[config.mk]
export PLATFORM = sky130hd
export DESIGN_NAME = bkpt_unit
export DESIGN_NICKNAME = d
export VERILOG_FILES = /design/src/rtl/bkpt_pkg.sv /design/src/rtl/bkpt_cfg_bank.sv /design/src/rtl/bkpt_boundary.sv /design/src/rtl/bkpt_chan.sv /design/src/rtl/bkpt_unit.sv
export SDC_FILE = /design/constraint.sdc
export NUM_CORES = 1
export LEC_CHECK = 0
export BUFFER_PORTS_ARGS = -buffer_cell sky130_fd_sc_hd__buf_2
export CORE_AREA = 2 2 102 104
export DETAILED_ROUTE_END_ITERATION = 10
export DIE_AREA = 0 0 104 106
export PLACE_DENSITY = 0.55
export SLEW_MARGIN = 20
export SYNTH_ARGS = -nofsm -noshare
export SYNTH_HDL_FRONTEND = slang
export SYNTH_SLANG_ARGS = --single-unit
export TNS_END_PERCENT = 20
[constraint.sdc]
create_clock -name clk -period 3.8 [get_ports clk]
set_input_delay 0.19 -clock clk [delete_from_list [all_inputs] [get_ports clk]]
set_output_delay 0.19 -clock clk [all_outputs]
set_load 0.005 [all_outputs]
[src/rtl/bkpt_pkg.sv]
package bkpt_pkg;

  // One retire event from the execute stage
  typedef struct packed {
    logic valid;    // an instruction reached retire this cycle
    logic kill;     // it was discarded, not executed
    logic dslot;    // it sits in a delay slot
    logic dbranch;  // it is a delayed branch
    logic inhib;    // it blocks interrupts at the boundary after it
  } ex_flags_t;

  // Per-channel mode word
  typedef struct packed {
    logic en;
    logic fetch;
    logic post;
  } chan_mode_t;

endpackage

[src/rtl/bkpt_cfg_bank.sv]
module bkpt_cfg_bank
  import bkpt_pkg::*;
#(
  parameter int NCH = 2,
  parameter int AW  = 32,
  localparam int CHW = (NCH > 1) ? $clog2(NCH) : 1
) (
  input  logic                      clk,
  input  logic                      rst,
  input  logic                      we,
  input  logic [CHW-1:0]            sel,
  input  chan_mode_t                wr_mode,
  input  logic [AW-1:0]             wr_addr,
  output chan_mode_t [NCH-1:0]      mode_o,
  output logic [NCH-1:0][AW-1:0]    addr_o
);

  for (genvar i = 0; i < NCH; i++) begin : g_ch
    always_ff @(posedge clk) begin
      if (rst) begin
        mode_o[i] <= '0;
        addr_o[i] <= '0;
      end else if (we && (sel == CHW'(i))) begin
        mode_o[i] <= wr_mode;
        addr_o[i] <= wr_addr;
      end
    end

    AST_WRITE_TAKES: assert property (@(posedge clk) disable iff (rst)
      (we && (sel == CHW'(i))) |=> (mode_o[i] == $past(wr_mode)));
  end

endmodule

[src/rtl/bkpt_boundary.sv]
module bkpt_boundary
  import bkpt_pkg::*;
(
  input  logic      clk,
  input  logic      rst,
  input  ex_flags_t ev,
  output logic      exec,         // instruction really executes
  output logic      open_before,  // boundary in front of it takes interrupts
  output logic      open_after    // boundary after it takes interrupts
);

  logic last_inhib;

  assign exec        = ev.valid && !ev.kill;
  assign open_before = exec && !ev.dslot && !last_inhib;
  assign open_after  = exec && !ev.dbranch && !ev.inhib;

  always_ff @(posedge clk) begin
    if (rst)       last_inhib <= 1'b0;
    else if (exec) last_inhib <= ev.inhib;
  end

  AST_INHIB_CLOSES: assert property (@(posedge clk) disable iff (rst)
    (exec && ev.inhib) |=> !open_before);
  AST_KILL_KEEPS: assert property (@(posedge clk) disable iff (rst)
    (ev.valid && ev.kill) |=> $stable(last_inhib));

endmodule

[src/rtl/bkpt_chan.sv]
module bkpt_chan
  import bkpt_pkg::*;
#(
  parameter int AW = 32
) (
  input  logic          clk,
  input  logic          rst,
  input  chan_mode_t    mode,
  input  logic [AW-1:0] match_addr,
  input  logic [AW-1:0] ex_addr,
  input  logic          exec,
  input  logic          open_before,
  input  logic          open_after,
  input  logic          ack,
  input  logic          clr,
  output logic          req,
  output logic          sticky,
  output logic          deliver
);

  localparam logic [AW-1:0] CMP_MASK = ~AW'(1);

  logic hit, defer, pend;

  assign hit = mode.en && mode.fetch && exec &&
               (((match_addr ^ ex_addr) & CMP_MASK) == '0);

  assign defer = hit && (mode.post ? !open_after : !open_before);

  assign deliver = mode.en && exec &&
                   ((pend && open_before) ||
                    (hit && !mode.post && open_before) ||
                    (hit &&  mode.post && open_after));

  always_ff @(posedge clk) begin
    if (rst) begin
      pend   <= 1'b0;
      req    <= 1'b0;
      sticky <= 1'b0;
    end else begin
      if (!mode.en) begin
        pend <= 1'b0;
        req  <= 1'b0;
      end else begin
        if (defer)        pend <= 1'b1;
        else if (deliver) pend <= 1'b0;
        req <= (req && !ack) || deliver;
      end
      sticky <= deliver || (sticky && !clr);
    end
  end

  AST_STICKY_SET: assert property (@(posedge clk) disable iff (rst)
    deliver |=> sticky);
  AST_REQ_HOLDS: assert property (@(posedge clk) disable iff (rst)
    (req && !ack && mode.en) |=> req);
  AST_ACK_DROPS: assert property (@(posedge clk) disable iff (rst)
    (req && ack && !deliver) |=> !req);
  AST_OFF_QUIET: assert property (@(posedge clk) disable iff (rst)
    !mode.en |=> (!req && !pend));
  AST_IDLE_PEND: assert property (@(posedge clk) disable iff (rst)
    (!exec && mode.en) |=> $stable(pend));
  AST_DELIVER_EXEC: assert property (@(posedge clk) disable iff (rst)
    deliver |-> exec);

endmodule

[src/rtl/bkpt_unit.sv]
module bkpt_unit
  import bkpt_pkg::*;
#(
  parameter int NCH = 2,
  parameter int AW  = 32,
  localparam int CHW = (NCH > 1) ? $clog2(NCH) : 1
) (
  input  logic            clk,
  input  logic            rst,
  input  logic            cfg_we,
  input  logic [CHW-1:0]  cfg_sel,
  input  logic            cfg_en,
  input  logic            cfg_fetch,
  input  logic            cfg_post,
  input  logic [AW-1:0]   cfg_addr,
  input  logic            ex_valid,
  input  logic            ex_kill,
  input  logic            ex_dslot,
  input  logic            ex_dbranch,
  input  logic            ex_inhib,
  input  logic [AW-1:0]   ex_addr,
  input  logic            brk_ack,
  input  logic [NCH-1:0]  stat_clr,
  output logic            brk_req,
  output logic [NCH-1:0]  hit_sticky
);

  chan_mode_t [NCH-1:0]   mode;
  logic [NCH-1:0][AW-1:0] maddr;
  logic [NCH-1:0]         req_v, dlv_v;
  chan_mode_t             wr_mode;
  ex_flags_t              ev;
  logic                   exec, open_before, open_after;

  assign wr_mode = '{en: cfg_en, fetch: cfg_fetch, post: cfg_post};
  assign ev      = '{valid: ex_valid, kill: ex_kill, dslot: ex_dslot,
                     dbranch: ex_dbranch, inhib: ex_inhib};

  bkpt_cfg_bank #(.NCH(NCH), .AW(AW)) u_cfg (
    .clk(clk), .rst(rst), .we(cfg_we), .sel(cfg_sel),
    .wr_mode(wr_mode), .wr_addr(cfg_addr),
    .mode_o(mode), .addr_o(maddr)
  );

  bkpt_boundary u_bnd (
    .clk(clk), .rst(rst), .ev(ev),
    .exec(exec), .open_before(open_before), .open_after(open_after)
  );

  for (genvar i = 0; i < NCH; i++) begin : g_chan
    bkpt_chan #(.AW(AW)) u_ch (
      .clk(clk), .rst(rst), .mode(mode[i]), .match_addr(maddr[i]),
      .ex_addr(ex_addr), .exec(exec), .open_before(open_before),
      .open_after(open_after), .ack(brk_ack), .clr(stat_clr[i]),
      .req(req_v[i]), .sticky(hit_sticky[i]), .deliver(dlv_v[i])
    );
  end

  assign brk_req = |req_v;

  AST_ANY_DELIVER: assert property (@(posedge clk) disable iff (rst)
    (|dlv_v) |=> brk_req);
  AST_KILL_SILENT: assert property (@(posedge clk) disable iff (rst)
    (ex_valid && ex_kill && !brk_req) |=> !brk_req);

endmodule

======== After elaboration in Yosys (flattened, before gate mapping) ========
Cells that the tools add are included.
word-level totals
  register bits after elaboration ......... 77
  bits of input ports ..................... 79
  output and inout port bits .............. 3
  logic and storage cells ................. 86
cells by class
  mux-type cells .......................... 6
  bitwise gates (word level) .............. 5
  reductions and logical operators ........ 60
operators by type and width
  kind                number
  32-bit logical NOT  2
  32-bit XOR          2
  1-bit logical AND   33
  1-bit logical NOT   12
  1-bit logical OR    8
  1-bit two-way mux   6
  2-bit OR reduction  3
  2-bit nonzero test  2
  1-bit NOT           3

======== Depth between registers and ports, before layout ========
  depth after elaboration ................. 11
  mapped depth ............................ 5
  gate-level depth less buffers ........... 5

======== Cells and area by module ========
From an unflattened synthesis, not the netlist that was laid out.
second synthesis, totals
  cells, all modules ...................... 403
  area, all modules ....................... 4100.2 um2
modules (own cells, without submodules)
  module         times used  cells an instance  area each (um2)  sequential area each (um2)
  bkpt_cfg_bank  1           268                2914.0           1401.3
  bkpt_chan      2           63                 553.0            60.1
  bkpt_boundary  1           8                  73.8             20.0
  bkpt_unit      1           1                  6.3              0.0

======== Worst setup path before layout ========
No wires, ideal clock.
  kind .................................... flip-flop to flip-flop
  start ................................... reg u_cfg.addr_o[7] in the netlist's numbering
  end ..................................... reg g_chan[0].u_ch.pend
  setup time .............................. 0.122 ns
  arrival time ............................ 1.325 ns
  required time ........................... 3.678 ns
  path slack .............................. 2.353 ns
  stages on the path, launching flop included .. 6
  buffers on the path ..................... 0
  clock period less this slack ............ 1.447 ns
  path through ............................ dfxtp_1 xnor2_1 nand4_1 nor4_2 a311oi_1 o311a_1
between the ends
  word-level cells in the longest chain between the ends .. 9
  elaborated cells between the ends (all ways) .. 13
  those cells by class .................... mux: 1; bitwise: 1; reduce/logical: 11
RTL lines
  what                                 RTL line             source
  start, declared                      bkpt_cfg_bank.sv:15  output logic [NCH-1:0][AW-1:0] addr_o
  start signal, assigned by index      bkpt_cfg_bank.sv:25  addr_o[i] <= wr_addr;
  32-bit XOR (*)                       bkpt_chan.sv:26      (((match_addr ^ ex_addr) & CMP_MASK) == '0);
  32-bit logical NOT (*)               bkpt_chan.sv:26
  1-bit logical AND (*)                bkpt_chan.sv:25      assign hit = mode.en && mode.fetch && exec &&
  1-bit logical AND (2 in a row)       bkpt_chan.sv:32      (hit && !mode.post && open_before) ||
  1-bit logical OR                     bkpt_chan.sv:31      ((pend && open_before) ||
  1-bit logical OR                     bkpt_chan.sv:32
  1-bit logical AND                    bkpt_chan.sv:30      assign deliver = mode.en && exec &&
  2-bit nonzero test (no source line)  n/a
  end signal, assigned                 bkpt_chan.sv:37      pend <= 1'b0;
  end signal, assigned                 bkpt_chan.sv:42      pend <= 1'b0;
  end signal, assigned                 bkpt_chan.sv:45      if (defer) pend <= 1'b1;
  end, declared                        bkpt_chan.sv:23      logic hit, defer, pend;
Mark *: on every way between the ends. The rest lies on a longest branch, timed or not.
A chain may end at the register's enable or synchronous reset.

======== Worst setup path in the final report ========
  start ................................... reg u_cfg.addr_o[29] in the netlist's numbering
  end ..................................... reg g_chan[0].u_ch.pend
Same word-level chain as after synthesis.

==> impl_summary.txt <==
----------------------------------------------------
[Worst hold path]
  Worst hold-check path type ... input pin to flop
  Worst Hold Depth ... 3

[Die]
  # IOs ... a little over 80
  Standard-cell rows ... 37
  Starting utilization of the core area ... between 30% and 40%
  Area enclosed by the die boundary ... approximately 0.011 mm²
  Overall die height ... roughly 110 µm
  Horiz. Die Dim ... roughly 100 µm
  Core footprint ... approximately 0.01 mm²

[Routing]
  Detail Route Antenna Nets ... 0
  Average detailed-routed wire length per instance ... around 15 µm
  Number of design rule violations left after detail routing ... 0
  Routed WL ... approximately 9500 µm
  DRT iter0 DRCs ... around 150
  Avg Vias per Cell ... 4.75
  First-pass iteration count of the detailed router ... 5
  Number of vias after detailed routing ... 3050

[Finish]
  Commonest non-fill, non-tap cell in the layout ... nand2_1
  Footprint of the multi-input gates ... between 0.0015 and 0.002 mm²
  Diode insertion count for antenna repair ... 0
  Fraction of final layout cells with drive strength greater than 1 ... around 21%
  Layout net count ... about 580
  Top library cells by usage in the layout, fill and taps aside ... nand2_1, buf_2, dfxtp_1
  Filler cell count in the final layout ... roughly 1100
  Area occupied by registers ... 0.00150 mm²
  Post-route insts no fill ... 642
  Area Overhead vs Synth ... 20.1%
  Post-route standard cell area excluding fillers ... 0.00411 mm²

[Synthesis]
  Net count of the mapped netlist ... slightly above 500
  Area of the mapped netlist ... around 0.0034 mm²
  Number of warnings printed during yosys synthesis ... 0
  Number of instances in the synthesized netlist ... approximately 430
  Post-synthesis sequential area ratio ... between 40% and 50%
  Syn Area/Cell ... 7.89 µm²
  Unique cell type count in the Yosys netlist ... 27
  Post-synthesis sequential element count ... 75

[Timing]
  Total negative setup slack ... 0 ns
  Pin slew with the least headroom to its limit ... approximately 0.94 ns
  Final worst path period need ... about 1.8 ns
  Worst hold margin ... between 0.08 and 0.09 ns
  Pins over their slew limit ... 0
  Number of endpoints with negative hold slack in the final report ... 0
  Final worst clock skew ... about 0.0073 ns
  Worst max-slew margin expressed relative to the limit ... 37.5%
  RSZ-0062 raised after global routing ... no
  Part of the cycle the worst path needs ... between 40% and 50%
  Final critical-path setup slack ... just under 2 ns
  # setup viols final ... 0
  Maximum frequency from static timing analysis ... between 500 and 600 MHz

[Global route]
  Vias in the first global route ... between 2000 and 3000
  Global routing usage summed across all routing layers ... 17.8%
  Antenna violations before repair ... 0
  Grt total ovfl ... 0
  Pin count of the biggest net entering global routing ... 48
  Global-route wire length before repair ... roughly 15000 µm

[Place]
  Weighted congestion reported at the end of routability-driven placement ... roughly 0.80
  Number of placed cells counting well taps ... 627
  Dpl hpwl ... between 6000 and 7000 µm
  Placement Cell Area ... just under 0.004 mm²
  Post-Place Setup Slack ... 2.05 ns
  Number of buffers added on ports ... 79

[Clock tree]
  Reg clk slew, reported paths ... around 0.080 ns
  Maximum clock path buffer count ... 2
  Worst-Skew Late Latency ... approximately 0.35 ns
  Inserted Clock Buffers ... 9
  Clock root buffer master ... clkbuf_8
  CTS tree ... yes
  Gates resized, CTS repair ... 0
  Hold-fix buffers, CTS ... 0
  TritonCTS Sinks ... 75
  H-tree depth ... 3
  Buffer count from post-CTS setup fixing ... 0

[Pwr]
  Leakage component of the power ... 1.49 nW
  Total power per unit cell area ... ~410 mW/mm²
  IR Drop Worst-Case VDD ... between 0.15 and 0.2 mV

[Worst setup path]
  Data required time at the worst endpoint ... between 4 and 5 ns
  Stage delay of the slowest cell on the critical path ... 0.46 ns
  Cell-by-cell listing of the critical path ... xnor2_1, nand4_1, nor3_1, a311oi_1, o311a_1
  Type of element capturing the critical path ... flop
  Count of buffer and inverter cells on the critical path ... 0
  Logic depth of the worst path, buffers included ... 5
  Worst-path cell with the longest stage delay ... nor3_1
  Worst-case reg-to-reg path depth ... 5
  WP data arrival ... around 2.1 ns
  Category of the worst setup path launch point ... flop
  Top Family by Delay on Critical Path ... simple AND/OR/NAND/NOR gates
  CP Class ... flop to flop
  Largest driver fanout on the critical path ... 3

[Run status]
  Status ... finished clean

[Job]
  Max-cap check violation count ... 0

----------------------------------------------------
==> where the power goes <==
group	total [mW]	switching, mW	leakage, nW	internal (mW)
clock	0.607	0.291	0.102	0.315
combinational	0.226	0.128	0.776	0.0980
sequential	0.841	0.0215	0.612	0.819
==> Yosys cell counts <==
master / count / area [µm²]
nor2_1: 4 / 15.0
mux2i_1: 3 / 30.0
xor2_1: 2 / 17.5
buf_4: 2 / 15.0
dfxtp_1: 75 / 1500
inv_1: 5 / 18.8
and2_1: 1 / 6.26
nor4_2: 3 / 37.5
a31oi_1: 3 / 18.8
nor3_1: 2 / 10.0
a311o_1: 1 / 10.0
xnor2_1: 60 / 526
nand3_1: 3 / 15.0
clkbuf_1: 23 / 86.3
nor4b_1: 1 / 8.76
or2_2: 1 / 6.26
nor4_1: 2 / 12.5
nand4_1: 16 / 100
nand2b_1: 2 / 12.5
o311a_1: 1 / 10.0
nand2_1: 146 / 548
nor2b_4: 1 / 13.8
and4_1: 1 / 8.76
a311oi_1: 1 / 8.76
nor4b_2: 1 / 15.0
a21oi_1: 73 / 365
nor2b_1: 1 / 6.26
==> final timing paths <==
kind | slack (ns) | end | from
worst max-delay path | 1.97 | g_chan[0].u_ch.pend | u_cfg.addr_o[29]
worst min-delay path | 0.08 | u_cfg.addr_o[61] | cfg_addr[29]
worst max register to register | 1.97 | g_chan[0].u_ch.pend | u_cfg.addr_o[29]
worst min register to register | 0.47 | u_cfg.addr_o[51] | u_cfg.addr_o[51]
==> stage by stage <==
stage | power (mW) | utilization [%]
detailed placement | 1.09 | 39.2
floorplan | 0.985 | -
global route | 1.75 | 41.1
global placement | 1.08 | 39.2
finish | 1.67 | 41.1
CTS | 1.69 | 41.1
==> final cells by class <==
type	count	area share (%)
multi-input cells	329	44.1
well taps	136	4.14
clock inverters	5	1.31
clock buffers	10	3.35
repair buffers	82	10.2
inverters	5	0.456
flip-flops and latches	75	36.5
==> tightest hold or removal path: stages <==
cell and delay, ns:
buf_2 0.11, nand2_1 0.05, a21oi_1 0.05
==> cell families after synthesis <==
group                     count (synthesis)  share of synthesized area (%)
DFF                                      75                           43.9
xor gates and xnor gates                 62                           15.9
muxes                                     3                          0.877
AOI/OAI and AO/OA                        79                           12.1
buffers and inverters                    30                           3.51
and+or+nand+nor                         185                           23.8
==> flip-flops by register name (all words and copies together) (netlist names) <==
name and cells:
g_chan.u_ch.req 2, u_bnd.last_inhib 1, u_cfg.addr_o 62, u_cfg.mode_o 6
g_chan.u_ch.pend 2, g_chan.u_ch.sticky 2
==> per-layer routing <==
| metal | vias up | global-route usage, % | part of all wire (%) |
|---|---|---|---|
| met1 | 1388 | 23.6 | 46 |
| met3 | 15 | 3.86 | 4.7 |
| met4 | 0 | 4.63 | 1.6 |
| met2 | 86 | 29.6 | 47 |
| li1 | 1561 | - | - |
| met5 | - | 0 | 0 |
(Power assumes the default switching activity.)
